$ cat config.mk
export PLATFORM = sky130hd
export DESIGN_NAME = irq_bitmap_bank
export DESIGN_NICKNAME = d
export VERILOG_FILES = /design/src/rtl/irq_bitmap_pkg.sv /design/src/rtl/irq_word_mask.sv /design/src/rtl/irq_edge_detect.sv /design/src/rtl/irq_state_word.sv /design/src/rtl/irq_bitmap_bank.sv
export SDC_FILE = /design/constraint.sdc
export NUM_CORES = 1
export LEC_CHECK = 0
export BUFFER_PORTS_ARGS = -buffer_cell sky130_fd_sc_hd__clkbuf_2
export CORE_AREA = 2 2 331 333
export CTS_CLUSTER_DIAMETER = 60
export CTS_CLUSTER_SIZE = 16
export DETAILED_ROUTE_END_ITERATION = 6
export DIE_AREA = 0 0 333 335
export GPL_ROUTABILITY_DRIVEN = 0
export SLEW_MARGIN = 5
export SYNTH_ARGS = -nofsm -noshare
export SYNTH_HDL_FRONTEND = slang
export SYNTH_SLANG_ARGS = --single-unit
$ cat constraint.sdc
create_clock -name clk -period 3.2 [get_ports clk]
set_input_delay 0 -clock clk [delete_from_list [all_inputs] [get_ports clk]]
set_output_delay 0 -clock clk [all_outputs]
set_load 0.005 [all_outputs]
$ cat src/rtl/irq_bitmap_pkg.sv
package irq_bitmap_pkg;

   localparam int LINES_PER_WORD = 32;
   localparam int INTERNAL_LINES = 32;
   localparam int REG_ADDR_W     = 10;

   typedef enum logic [2:0] {
      WIN_SET_EN = 3'd0,
      WIN_CLR_EN = 3'd1,
      WIN_SET_PD = 3'd2,
      WIN_CLR_PD = 3'd3,
      WIN_SET_AC = 3'd4,
      WIN_CLR_AC = 3'd5
   } win_e;

   typedef enum logic [1:0] {
      MK_GROUP_ONLY = 2'd0,
      MK_FIELD_GE1  = 2'd1,
      MK_FIELD_GE2  = 2'd2
   } mask_kind_e;

   function automatic mask_kind_e kind_of(input logic [2:0] win);
      case (win)
         3'd2:            return MK_FIELD_GE1;
         3'd3, 3'd4, 3'd5: return MK_FIELD_GE2;
         default:         return MK_GROUP_ONLY;
      endcase
   endfunction

endpackage

$ cat src/rtl/irq_word_mask.sv
module irq_word_mask
   import irq_bitmap_pkg::*;
#(
   parameter int LINES = LINES_PER_WORD
) (
   input  logic               full_access,
   input  mask_kind_e         kind,
   input  logic [LINES-1:0]   grp,
   input  logic [2*LINES-1:0] fld,
   output logic [LINES-1:0]   mask
);

   for (genvar i = 0; i < LINES; i++) begin : g_bit
      logic extra;
      always_comb begin
         case (kind)
            MK_FIELD_GE1: extra = |fld[2*i +: 2];
            MK_FIELD_GE2: extra = fld[2*i+1];
            default:      extra = 1'b0;
         endcase
      end
      assign mask[i] = full_access | grp[i] | extra;
   end

endmodule

$ cat src/rtl/irq_edge_detect.sv
module irq_edge_detect #(
   parameter int N = 32
) (
   input  logic         clk,
   input  logic         rst_n,
   input  logic [N-1:0] level_in,
   input  logic [N-1:0] edge_cfg,
   output logic [N-1:0] level_q,
   output logic [N-1:0] rise,
   output logic [N-1:0] toggled
);

   always_ff @(posedge clk or negedge rst_n) begin
      if (!rst_n) level_q <= '0;
      else        level_q <= level_in;
   end

   assign rise    = level_in & ~level_q & edge_cfg;
   assign toggled = level_in ^ level_q;

endmodule

$ cat src/rtl/irq_state_word.sv
module irq_state_word
   import irq_bitmap_pkg::*;
#(
   parameter int LINES = LINES_PER_WORD
) (
   input  logic             clk,
   input  logic             rst_n,
   input  logic             hit,
   input  logic [2:0]       win,
   input  logic [LINES-1:0] wbits,
   input  logic [LINES-1:0] rise,
   output logic [LINES-1:0] en_q,
   output logic [LINES-1:0] pd_q,
   output logic [LINES-1:0] ac_q
);

   logic [LINES-1:0] en_n, pd_n, ac_n;
   win_e wsel;

   assign wsel = win_e'(win);

   always_comb begin
      en_n = en_q;
      pd_n = pd_q;
      ac_n = ac_q;
      if (hit) begin
         case (wsel)
            WIN_SET_EN: en_n = en_q | wbits;
            WIN_CLR_EN: en_n = en_q & ~wbits;
            WIN_SET_PD: pd_n = pd_q | wbits;
            WIN_CLR_PD: pd_n = pd_q & ~wbits;
            WIN_SET_AC: ac_n = ac_q | wbits;
            WIN_CLR_AC: ac_n = ac_q & ~wbits;
            default: ;
         endcase
      end
      pd_n = pd_n | rise;
   end

   always_ff @(posedge clk or negedge rst_n) begin
      if (!rst_n) begin
         en_q <= '0;
         pd_q <= '0;
         ac_q <= '0;
      end else begin
         en_q <= en_n;
         pd_q <= pd_n;
         ac_q <= ac_n;
      end
   end

endmodule

$ cat src/rtl/irq_bitmap_bank.sv
module irq_bitmap_bank
   import irq_bitmap_pkg::*;
#(
   parameter int NUM_IRQ = 96
) (
   input  logic                       clk,
   input  logic                       rst_n,
   input  logic                       req_valid,
   input  logic                       req_write,
   input  logic [REG_ADDR_W-1:0]      req_addr,
   input  logic [31:0]                req_wdata,
   input  logic                       req_secure,
   input  logic                       sec_disable,
   input  logic [NUM_IRQ-1:0]         group_bits,
   input  logic [NUM_IRQ-1:0]         edge_cfg,
   input  logic [2*NUM_IRQ-1:0]       nsac_bits,
   input  logic [NUM_IRQ-1:0]         irq_level,
   output logic                       rd_valid,
   output logic [31:0]                rd_data,
   output logic [NUM_IRQ-1:0]         enable_q,
   output logic [NUM_IRQ-1:0]         pend_q,
   output logic [NUM_IRQ-1:0]         active_q,
   output logic                       upd_valid,
   output logic [$clog2(NUM_IRQ)-1:0] upd_base
);

   localparam int NW     = NUM_IRQ / LINES_PER_WORD;
   localparam int INT_W  = INTERNAL_LINES / LINES_PER_WORD;
   localparam int WSEL_W = (NW > 1) ? $clog2(NW) : 1;
   localparam int BASE_W = $clog2(NUM_IRQ);

   if (NUM_IRQ % LINES_PER_WORD != 0) begin : g_bad_mult
      $error("NUM_IRQ must be a multiple of 32");
   end
   if (NUM_IRQ <= INTERNAL_LINES || NUM_IRQ > 1024) begin : g_bad_range
      $error("NUM_IRQ must lie in 64..1024");
   end

   logic [4:0]        acc_word;
   logic [2:0]        acc_win;
   logic              in_range, win_ok, wr_acc;
   logic [WSEL_W-1:0] sel_idx;

   assign acc_word = req_addr[6:2];
   assign acc_win  = req_addr[9:7];
   assign in_range = (int'(acc_word) >= INT_W) && (int'(acc_word) < NW) &&
                     (req_addr[1:0] == 2'b00);
   assign win_ok   = (acc_win <= 3'd5);
   assign sel_idx  = in_range ? WSEL_W'(acc_word) : '0;
   assign wr_acc   = req_valid && req_write && in_range && win_ok;

   logic [NUM_IRQ-1:0] lvl_q, rise_v, tog_v;

   irq_edge_detect #(.N(NUM_IRQ)) u_edge (
      .clk      (clk),
      .rst_n    (rst_n),
      .level_in (irq_level),
      .edge_cfg (edge_cfg),
      .level_q  (lvl_q),
      .rise     (rise_v),
      .toggled  (tog_v)
   );

   logic [31:0] grp_w  [NW];
   logic [31:0] edge_w [NW];
   logic [31:0] lvl_w  [NW];
   logic [31:0] en_w   [NW];
   logic [31:0] pd_w   [NW];
   logic [31:0] ac_w   [NW];
   logic [63:0] nsac_w [NW];
   logic [NW-1:0] aff;

   for (genvar k = 0; k < NW; k++) begin : g_word
      logic hit;
      assign hit       = wr_acc && (sel_idx == WSEL_W'(k));
      assign grp_w[k]  = group_bits[k*32 +: 32];
      assign edge_w[k] = edge_cfg[k*32 +: 32];
      assign lvl_w[k]  = lvl_q[k*32 +: 32];
      assign nsac_w[k] = nsac_bits[k*64 +: 64];
      assign aff[k]    = hit || (|tog_v[k*32 +: 32]);

      irq_state_word #(.LINES(LINES_PER_WORD)) u_st (
         .clk   (clk),
         .rst_n (rst_n),
         .hit   (hit),
         .win   (acc_win),
         .wbits (req_wdata & acc_mask),
         .rise  (rise_v[k*32 +: 32]),
         .en_q  (en_w[k]),
         .pd_q  (pd_w[k]),
         .ac_q  (ac_w[k])
      );

      assign enable_q[k*32 +: 32] = en_w[k];
      assign pend_q[k*32 +: 32]   = pd_w[k];
      assign active_q[k*32 +: 32] = ac_w[k];
   end

   logic [31:0] acc_mask;

   irq_word_mask #(.LINES(LINES_PER_WORD)) u_mask (
      .full_access (req_secure | sec_disable),
      .kind        (kind_of(acc_win)),
      .grp         (grp_w[sel_idx]),
      .fld         (nsac_w[sel_idx]),
      .mask        (acc_mask)
   );

   logic [31:0] raw_rd;
   always_comb begin
      case (acc_win)
         3'd0, 3'd1: raw_rd = en_w[sel_idx];
         3'd2, 3'd3: raw_rd = pd_w[sel_idx] | (~edge_w[sel_idx] & lvl_w[sel_idx]);
         default:    raw_rd = ac_w[sel_idx];
      endcase
   end

   logic [BASE_W-1:0] base_n;
   always_comb begin
      base_n = '0;
      for (int k = NW - 1; k >= 0; k--) begin
         if (aff[k]) base_n = BASE_W'(k * LINES_PER_WORD);
      end
   end

   always_ff @(posedge clk or negedge rst_n) begin
      if (!rst_n) begin
         rd_valid  <= 1'b0;
         rd_data   <= '0;
         upd_valid <= 1'b0;
         upd_base  <= '0;
      end else begin
         rd_valid  <= req_valid && !req_write;
         if (req_valid && !req_write)
            rd_data <= (in_range && win_ok) ? (raw_rd & acc_mask) : 32'h0;
         upd_valid <= |aff;
         upd_base  <= base_n;
      end
   end


   oor_write_hold_chk: assert property (@(posedge clk) disable iff (!rst_n)
      (req_valid && req_write && !in_range) |=> ($stable(enable_q) && $stable(active_q)));


   ns_zero_group_chk: assert property (@(posedge clk) disable iff (!rst_n)
      (req_valid && req_write && in_range && acc_win == 3'd0 && !req_secure &&
       !sec_disable && grp_w[sel_idx] == 32'h0) |=> $stable(enable_q));


   edge_sets_pend_chk: assert property (@(posedge clk) disable iff (!rst_n)
      (rise_v != '0) |=> ((pend_q & $past(rise_v)) == $past(rise_v)));


   rd_follow_chk: assert property (@(posedge clk) disable iff (!rst_n)
      (req_valid && !req_write) |=> rd_valid);


   upd_after_write_chk: assert property (@(posedge clk) disable iff (!rst_n)
      wr_acc |=> upd_valid);

endmodule

---- Yosys cells after proc, flatten, opt, wreduce, memory -nomap -nowiden ----
Cells that the tools add are included.
storage, ports and cells
  memory bits (writable) .................. 0
  ROM bits ................................ 0
  memories kept ........................... 0
  latch bits .............................. 0
  input port bits ......................... 528
  bits in registers ....................... 425
  logic and storage cells ................. 260
cells by class
  reductions and logical operators ........ 64
  shifts and indexed selects .............. 0
  $add $sub $neg .......................... 0
  divide/modulo/power cells ............... 0
  order comparisons ....................... 4
  equality and inequality tests ........... 9
  multiply operators ...................... 0
  mux-type cells .......................... 72
  bitwise gates (word level) .............. 97
operator list
  operator                                                           number
  one-hot mux 32 bit (2 select lines)                                10
  2-to-1 mux 32 bit                                                  16
  bitwise OR 32 bit                                                  13
  AND 32 bit                                                         12
  binary-select mux 32 bit (select 2 bit)                            6
  AND 96 bit                                                         2
  binary-select mux 64 bit (select 2 bit)                            1
  2-to-1 mux 64 bit                                                  2
  inverter 96 bit                                                    1
  OR reduction 32 bit                                                3
  XOR 96 bit                                                         1
  OR reduction 2 bit                                                 34
  bitwise OR 1 bit                                                   65
  inverter 32 bit                                                    2
  one-hot mux 1 bit (2 select lines)                                 32
  2-to-1 mux 7 bit                                                   3
  AND reduction 2 bit                                                6
  logical AND 1 bit                                                  10
  equality test 3 x 2 -> 1 bit, second input constant                2
  equality test 3 bit, second input constant                         2
  OR reduction 3 bit                                                 2
  greater-or-equal comparator 5 x 1 -> 1 bit, second input constant  1
  < comparator 5 x 2 -> 1 bit, second input constant                 1
  equality test 2 x 1 -> 1 bit, second input constant                2
  other kinds (12)                                                   17

---- Depth between registers and ports, before layout ----
Gate-level depths: netlist (run 1).
  depth after elaboration ................. 17
  mapped depth ............................ 13
  gate-level depth less buffers ........... 10

---- Cells and area by module ----
Synthesis (run 1) repeated with hierarchy kept, for this count alone.
unflattened totals
  cells, all modules ...................... 3,452
  area total of the unflattened synthesis .. 29,286.8 µm²
modules (own cells, without submodules)
  module           area an instance (µm²)  cells each  times used
  irq_bitmap_bank  12,298.0                1,895       1
  irq_state_word   3,826.2                 322         3
  irq_edge_detect  4,924.7                 480         1
  irq_word_mask    585.6                   111         1

---- Worst setup path before layout (run 1) ----
OpenSTA, ideal clock, no wires.
  kind .................................... input-to-reg
  start point ............................. in req_addr[9]
  end point ............................... reg with a tool-made name
  library setup time ...................... 0.125 ns
  buffers on the path ..................... 4
  data arrival time ....................... 2.427 ns
  stages on the path ...................... 12
  path slack .............................. 0.648 ns
  data required time ...................... 3.075 ns
  path through ............................ clkbuf_1 > nand2b_1 > o21ai_0 > ha_1 > o21bai_1 > or2_2 > buf_1 > clkbuf_1 > o22a_1 > clkbuf_1 > a211oi_1 > mux2_2
RTL lines
  what                RTL line               source
  start: declaration  irq_bitmap_bank.sv:10  input logic [REG_ADDR_W-1:0] req_addr,

---- Worst setup path in the final report (run 1) ----
  start point ............................. in req_addr[7]
  end point ............................... reg g_word[1].u_st.pd_q[14]
on the way
  word-level cells in the longest chain between the ends .. 12
RTL lines
  what                                                                 RTL line                                    source
  equality test 3 x 2 -> 1 bit or equality test 3 bit (tied branches)  irq_bitmap_pkg.sv:23, irq_state_word.sv:27
  OR reduction 3 bit                                                   irq_bitmap_pkg.sv:23                        case (win)
  one-hot mux 2 bit (2 select lines)                                   irq_bitmap_pkg.sv:23
  equality test 2 bit or equality test 2 x 1 -> 1 bit (tied branches)  irq_word_mask.sv:16                         case (kind)
  one-hot mux 1 bit (2 select lines)                                   irq_word_mask.sv:16
  bitwise OR 1 bit                                                     irq_word_mask.sv:22                         assign mask[i] = full_access | grp[i] | extra;
  AND 32 bit                                                           irq_bitmap_bank.sv:87                       .wbits (req_wdata & acc_mask),
  inverter 32 bit                                                      irq_state_word.sv:31                        WIN_CLR_PD: pd_n = pd_q & ~wbits;
  AND 32 bit                                                           irq_state_word.sv:31
  one-hot mux 32 bit (2 select lines)                                  irq_state_word.sv:27                        case (wsel)
  2-to-1 mux 32 bit *                                                  irq_state_word.sv:26                        if (hit) begin
  bitwise OR 32 bit *                                                  irq_state_word.sv:37                        pd_n = pd_n | rise;
  named net g_word[1].u_st.pd_n[14]                                    irq_state_word.sv:17                        logic [LINES-1:0] en_n, pd_n, ac_n;
  end signal: assignment                                               irq_state_word.sv:47                        pd_q <= pd_n;
  end: declaration                                                     irq_state_word.sv:13                        output logic [LINES-1:0] pd_q,
Mark *: on every way through the listed nets, which the timed path passes. The rest lies on a longest branch.
A chain may end at the register's enable or synchronous reset.

==> results of run 1 <==
## critical path, cell delays in order
cell	delay (ns)
dlygate4sd3_1	0.55
clkbuf_2	0.14
nand2_1	0.08
o21ai_1	0.21
ha_1	0.30
o21bai_1	0.25
or2_2	0.34
buf_12	0.18
a21oi_1	0.28
o41ai_4	0.09
buf_4	0.20
o21ai_0	0.21
o211ai_1	0.12
dlygate4sd3_1	0.57
## power by group through the flow
| stage | Clock (mW) | Sequential (mW) | Combinational [mW] |
|---|---|---|---|
| 2_1_floorplan | 0 | 5.54 | 0.904 |
| 4_1_cts | 5.93 | 5.45 | 2.27 |
| 6_report | 5.78 | 5.45 | 2.30 |
| 5_1_grt | 6.11 | 5.46 | 2.48 |
| 3_5_place_dp | 0 | 5.55 | 2.00 |
| 3_3_place_gp | 0 | 5.55 | 1.98 |
## path summary, 6_finish.rpt
kind | endpoint | slack (ns) | depth (start not counted)
worst min-delay path | rd_data[31]$_DFFE_PN0P_ | 0.04 | 5
worst max register to register | upd_valid$_DFF_PN0_ | 0.62 | 6
min in group asynchronous | u_edge.level_q[36]$_DFF_PN0_ | 0.05 | 2
max in group asynchronous | asynchronous set/reset pin | 2.17 | 3
worst max-delay path | g_word[1].u_st.pd_q[14]$_DFF_PN0_ | 0.12 | 14
worst min register to register | flop | 0.38 | 0
## layer usage
| layer | global-route usage [%] | vias to the layer above | routed length, µm |
|---|---|---|---|
| met1 | 32.5 | 14000 | 60700 |
| met2 | 38.1 | 1570 | 63500 |
| met4 | 9.42 | 16 | 6040 |
| met3 | 5.45 | 313 | 12200 |
| met5 | 0 | - | 92 |
| li1 | - | 12600 | - |
## placed cells by master, fill, tap and decap left out, drive strengths merged, types with 32 or more instances in the layout
cell type    count
a221oi          35
nand3           35
nor2b           99
nand4           57
ha              98
dlygate4sd3    305
clkbuf         897
and2            32
a2bb2oi         92
o21ai          250
a311oi          61
nor3            38
o211ai          92
inv            206
nand2          167
a31oi           65
dfrtp          420
buf            124
a21oi          253
a21o            63
a221o           34
nor2           159
## kinds of logic after synthesis
logic type                 share of synthesized area [%]
DFF                                                 40.6
and+or+nand+nor                                     12.6
AOI/OAI and AO/OA                                   34.0
buffers and inverters                               7.60
other                                             0.0145
xor gates and xnor gates                          0.0339
muxes                                              0.373
adders and majority gates                           4.74
## synth_stat cells, types with 30 or more instances
cell type | instances | share of area [%]
a31oi_1 | 65 | 1.6
dfrtp_1 | 420 | 41
a221oi_1 | 34 | 1.2
nor2b_1 | 99 | 2.4
o21ai_0 | 250 | 4.8
o22a_1 | 30 | 1.0
nand3_1 | 35 | 0.68
nor2_1 | 159 | 2.3
nor3_1 | 38 | 0.74
nand2_1 | 167 | 2.4
a22o_1 | 31 | 1.0
a21boi_1 | 30 | 0.87
inv_1 | 200 | 2.9
a2bb2oi_2 | 30 | 1.7
a311oi_1 | 60 | 2.0
o221a_2 | 30 | 1.3
o31ai_1 | 30 | 0.87
o22ai_1 | 31 | 0.75
o211ai_1 | 91 | 2.6
a2bb2oi_1 | 62 | 2.1
a221o_1 | 34 | 1.3
nand4_1 | 57 | 1.4
ha_1 | 98 | 4.7
o41ai_4 | 30 | 3.2
a21oi_1 | 253 | 4.9
a21o_1 | 63 | 1.8
clkbuf_1 | 261 | 3.8
or4_1 | 30 | 0.87
## repair_timing
action,in CTS,in global routing
setup endpoints to repair,0,61
hold buffers,305,0
resized for setup,0,6
hold endpoints to repair,433,0
setup buffers,0,14
## area by class of cell
class | instances | area (µm²) | share of cell area (%)
antenna | 19 | 47.5 | 0.129
multi-input combinational | 1936 | 13500 | 36.8
clock inverter | 32 | 455 | 1.24
sequential | 420 | 10500 | 28.5
tap | 1414 | 1770 | 4.81
inverter | 201 | 759 | 2.06
timing repair buffer | 1278 | 8590 | 23.3
clock buffer | 48 | 1160 | 3.14
==> results.cfg, run 1 <==
[clocking]
worstSkewPairLatency_ns = 0.62
cts_buffer_depth = 3
clk_root_buffer_cell = clkbuf_16
cts_tree = built
clock-sinks = 420
htree_levels = 2
numCtsBuffers = 45
clk_pin_slew_ns = 0.07

[power_and_ir_drop]
clkPwrFrac_pct = 42.7
fin_total_pwr_mw = 13.5
seqPwrFrac_pct = 40.3
p_sw_share_pct = 29.8
p_per_area_mw_per_mm2 = 368
p_int_mw = 9.50
total_leakage_power_nw = 16.7
share_comb_of_total_power_pct = 17.0
peakVddDrop_mv = 0.365
power_switching_mw = 4.04

[timing]
hold_violations = 0
slew_viol_final = 0
worstMarginPinSlew_ns = 1.12
slew_headroom_pct = 25.1
tns_ns = 0
period_share_pct = 96.3
period_minus_slack_ns = 3.08
fmax_ghz = 0.324
clock_skew_ns = 0.0424
setup_violations = 0
worst_slack_ns = 0.118
hold_ws_ns = 0.0421
rsz0062_at_grt = no

[worst_setup_path]
crit_type = input port to flop
timing.rr.start = u_edge.level_q[81]$_DFF_PN0_
startpoint = req_addr[7]
crit_fanout = 31
cp.required_ns = 3.69
critPathLaunchType = input port
critical_path_arrival_ns = 3.57
end_kind = flop

[final_layout]
layout-area-overhead-vs-synth_pct = 42.4
nNetsFinal = 4508
fill_cells = 11100
fin_cells = 5348
final_area_mm2 = 0.0368
drive_above_1_share_pct = 30.9
utilization_pct = 34.1

[min_path]
hp-class = input port to flop
min_from = req_addr[9]

[place]
dp_hpwl_mm = 109
io_buffers = 851
placed_area_mm2 = 0.0320
dp_slack_ns = 0.285
dp_cells = 4930

[floorplanning]
num_rows = 121
pin_count = 857
core_area_mm2 = 0.108
initial_core_util_pct = 23.9
die_h_um = 335
dieArea_mm2 = 0.112
die-width_um = 333

[synthesis]
yosysWarnings = 0
yosysSeqAreaShare_pct = 40.6
synthArstFlopShare_pct = 100
synth-edff-count = 0
dominantRegCellSynth = dfrtp_1
synthCells = 2859
ys_types = 62
synth.cell_area_mm2 = 0.0259
syn_avg_cell_area_um2 = 9.05
synth-seq-cells = 420

[route]
post_drt_wl_per_cell_um = 26.6
drcViolationCount = 0
num_vias = 28500
drt-initial-drc-count = 2579
dr.pass1.iters = 5
drt_wl_total_mm = 143
vias_per_cell = 5.33
antenna_left = 0

[global_route]
grt_pass1_vias = 27500
grt_pass1_wl_mm = 200
antenna_found_initial = 31
gr-total-overflow = 0
grt_max_degree = 126
grtUsageTotal_pct = 24.3

[run_status]
outcome = complete, no violations

[flow_run]
drv_cap = 0
No activity file was read; power rests on OpenSTA's default activity.
==> run 2, diff against run 1 <==
--- a/config.mk
+++ b/config.mk
@@ -5,13 +5,15 @@
 export SDC_FILE = /design/constraint.sdc
 export NUM_CORES = 1
 export LEC_CHECK = 0
+export ABC_AREA = 1
 export BUFFER_PORTS_ARGS = -buffer_cell sky130_fd_sc_hd__clkbuf_2
-export CORE_AREA = 2 2 331 333
+export CORE_AREA = 2 2 337 339
 export CTS_CLUSTER_DIAMETER = 60
 export CTS_CLUSTER_SIZE = 16
 export DETAILED_ROUTE_END_ITERATION = 6
-export DIE_AREA = 0 0 333 335
+export DIE_AREA = 0 0 339 341
 export GPL_ROUTABILITY_DRIVEN = 0
+export GPL_TIMING_DRIVEN = 0
 export SLEW_MARGIN = 5
 export SYNTH_ARGS = -nofsm -noshare
 export SYNTH_HDL_FRONTEND = slang
==> constraint.sdc (replaced) <==
create_clock -name clk -period 3.34 [get_ports clk]
set_input_delay 0 -clock clk [delete_from_list [all_inputs] [get_ports clk]]
set_output_delay 0 -clock clk [all_outputs]
set_load 0.005 [all_outputs]
==> run 2 against run 1 <==
Combinational power is 16% lower. Cell count up 11%. Clock power is 20% higher. Design area fell by 2.8%. Count of clock-buffer cells in the layout is 18 higher. Flip-flop and latch count unchanged. Non-clock buffer count rose by 179. Critical path depth is 2 lower. Sequential power fell by 5.1%.
==> results.cfg, run 2 <==
[synthesis]
muxShareOfSynthArea_pct = 0
synth-edff-count = 0
synth.cell_area_mm2 = 0.0233
synthXorXnorAreaFrac_pct = 0
synth-seq-cells = 420
synth_top_family_by_area = simple AND/OR/NAND/NOR gates
synth.most_common_cell = nand2_1
synthArstFlopShare_pct = 100
ys_types = 31
dominantRegCellSynth = dfrtp_1
yosysTopAreaCell = dfrtp_1
yosysSeqAreaShare_pct = 45.0
synthCells = 3096
yosys.area_share.simple_pct = 30.4
netlist_top_cells_area = dfrtp_1, nand2_1, ha_1
netlist_top_cells_count = nand2_1, dfrtp_1, inv_1, nand3_1, clkbuf_1
yosysWarnings = 0
synth_compound_area_share_pct = 11.6
synth_top_area_share_pct = 45.0
synth-adder-area-share_pct = 5.25
syn_avg_cell_area_um2 = 7.54

[worst_setup_path]
cp.required_ns = 3.84
crit_fanout = 10
crit_type = input port to flop
end_kind = flop
critical_path_arrival_ns = 3.72
critPathLaunchType = input port

[route]
dr.pass1.iters = 5
vias_per_cell = 4.75
drcViolationCount = 0
num_vias = 28300
antenna_left = 0
drt_wl_total_mm = 156
drt-initial-drc-count = 2249
post_drt_wl_per_cell_um = 26.2

[floorplanning]
num_rows = 123
dieArea_mm2 = 0.116
pin_count = 857
die-width_um = 339
core_area_mm2 = 0.112
die_h_um = 341
initial_core_util_pct = 20.9

[power_and_ir_drop]
seqPwrFrac_pct = 36.8
total_leakage_power_nw = 17.8
share_comb_of_total_power_pct = 13.8
clkPwrFrac_pct = 49.3
p_per_area_mw_per_mm2 = 392
p_sw_share_pct = 30.9
p_int_mw = 9.69
peakVddDrop_mv = 0.440
power_switching_mw = 4.34

[clocking]
cts_tree = built
clock-sinks = 420
htree_levels = 2
clk_pin_slew_ns = 0.07
numCtsBuffers = 60
worstSkewPairLatency_ns = 0.69
clk_root_buffer_cell = clkbuf_16
cts_buffer_depth = 3

[final_layout]
utilization_pct = 32.0
drive_above_1_share_pct = 24.9
multi_input_area_mm2 = 0.0112
fill_cells = 11800
layout_commonest_cell = nand2_1
most-common-layout-cells = nand2_1, clkbuf_2, dfrtp_1, dlygate4sd3_1, inv_1
ff_latch_area_mm2 = 0.0105
layout-area-overhead-vs-synth_pct = 53.4
final_area_mm2 = 0.0358
nNetsFinal = 5015

[flow_run]
drv_cap = 0

[place]
placed_area_mm2 = 0.0297
io_buffers = 847
dp_hpwl_mm = 127

[timing]
slew_viol_final = 0
setup_violations = 0
hold_ws_ns = 0.0285
period_share_pct = 96.3
fmax_ghz = 0.311
clock_skew_ns = 0.0308
rsz0062_at_grt = no
slew_headroom_pct = 16.3
hold_violations = 0
period_minus_slack_ns = 3.22
worstMarginPinSlew_ns = 1.24

[global_route]
grtUsageTotal_pct = 26.3
gr-total-overflow = 0
grt_max_degree = 100
grt_pass1_vias = 28300
grt_pass1_wl_mm = 214
antenna_found_initial = 29

[run_status]
outcome = complete, no violations

[min_path]
hp-class = input port to flop
[run 2: cell types whose count changed after synthesis, sizes merged, moves of 65 or more]
cell / delta
a21oi: -188
nand2: +1105
o21ai: -74
nand3: +157
clkbuf: -108
nor2b: -99
a2bb2oi: -92
a31oi: -65
[run 2: cell families (layout without fill, tap and decap cells)]
group / count (synthesis) / count (layout)
other: 1 / 25
buffers and inverters: 441 / 1782
AND/OR/NAND/NOR: 1717 / 1717
flip-flops: 420 / 420
AO/OA/AOI/OAI: 419 / 419
adder cells (fa/ha/maj): 98 / 98
[run 2: layer usage]
layer | GRT usage [%] | vias to the layer above | wire length [µm]
met5 | 0 | - | 98
met4 | 9.50 | 14 | 5960
met3 | 6.35 | 294 | 12900
met2 | 42.2 | 1463 | 71000
met1 | 34.2 | 13700 | 66400
li1 | - | 12800 | -
[run 2: path summary, 6_finish.rpt]
path,start,end,slack [ns],cells past startpoint
setup / recovery,req_addr[3],flop,0.12,12
hold / removal,irq_level[49],u_edge.level_q[49]$_DFF_PN0_,0.03,2
setup reg to reg,u_edge.level_q[43]$_DFF_PN0_,upd_valid$_DFF_PN0_,0.84,8
hold reg to reg,g_word[0].u_st.pd_q[29]$_DFF_PN0_,g_word[0].u_st.pd_q[29]$_DFF_PN0_,0.47,2
max in group asynchronous,rst_n,g_word[0].u_st.pd_q[24]$_DFF_PN0_,1.15,7
min in group asynchronous,rst_n,asynchronous set/reset pin,0.39,4
[run 2: power by group through the flow]
stage | Combinational [mW] | Clock, mW | Sequential [mW]
after floorplan | 0.563 | 0 | 5.26
after global placement | 1.48 | 0 | 5.27
after detailed placement | 1.52 | 0 | 5.27
after CTS | 1.93 | 7.03 | 5.17
after global routing | 2.10 | 7.24 | 5.17
final | 1.94 | 6.92 | 5.17
[run 2: stage by stage]
stage          cells  TNS (ns)  setup WS (ns)  total power, mW
6_report        5961         0          0.122             14.0
3_3_place_gp    5447  -3907.25          -8.48             6.76
2_1_floorplan   3100         0          0.769             5.83
4_1_cts         5939         0        0.00411             14.1
5_1_grt         5949         0         0.0140             14.5
3_5_place_dp    5454   -419.06          -2.18             6.79
[run 2: what timing repair did]
item                                   in CTS  in global routing
pin swaps                                   1                  1
hold buffers                              370                  1
resized for setup                          31                 12
setup buffers                               2                  1
setup endpoints to repair                 224                 93
endpoints found under the hold margin     563                  1
[run 2: layout make-up]
type | count | area share, %
inverter | 211 | 2.22
timing repair buffer | 1228 | 22.8
clock buffer | 66 | 4.34
sequential | 420 | 29.4
multi-input combinational | 2239 | 31.4
buffer | 229 | 2.85
clock inverter | 48 | 1.69
tap | 1500 | 5.24
antenna | 20 | 0.140
[run 2: worst max-delay path, stage by stage]
cell	delay, ns
buf_2	0.22
nor2_1	0.11
nor2_4	0.16
nand2_2	0.18
nor2_2	0.71
buf_4	0.43
nand2_2	0.39
nor2_2	0.75
buf_2	0.46
nand2_1	0.14
nand2_1	0.08
o21ai_1	0.07
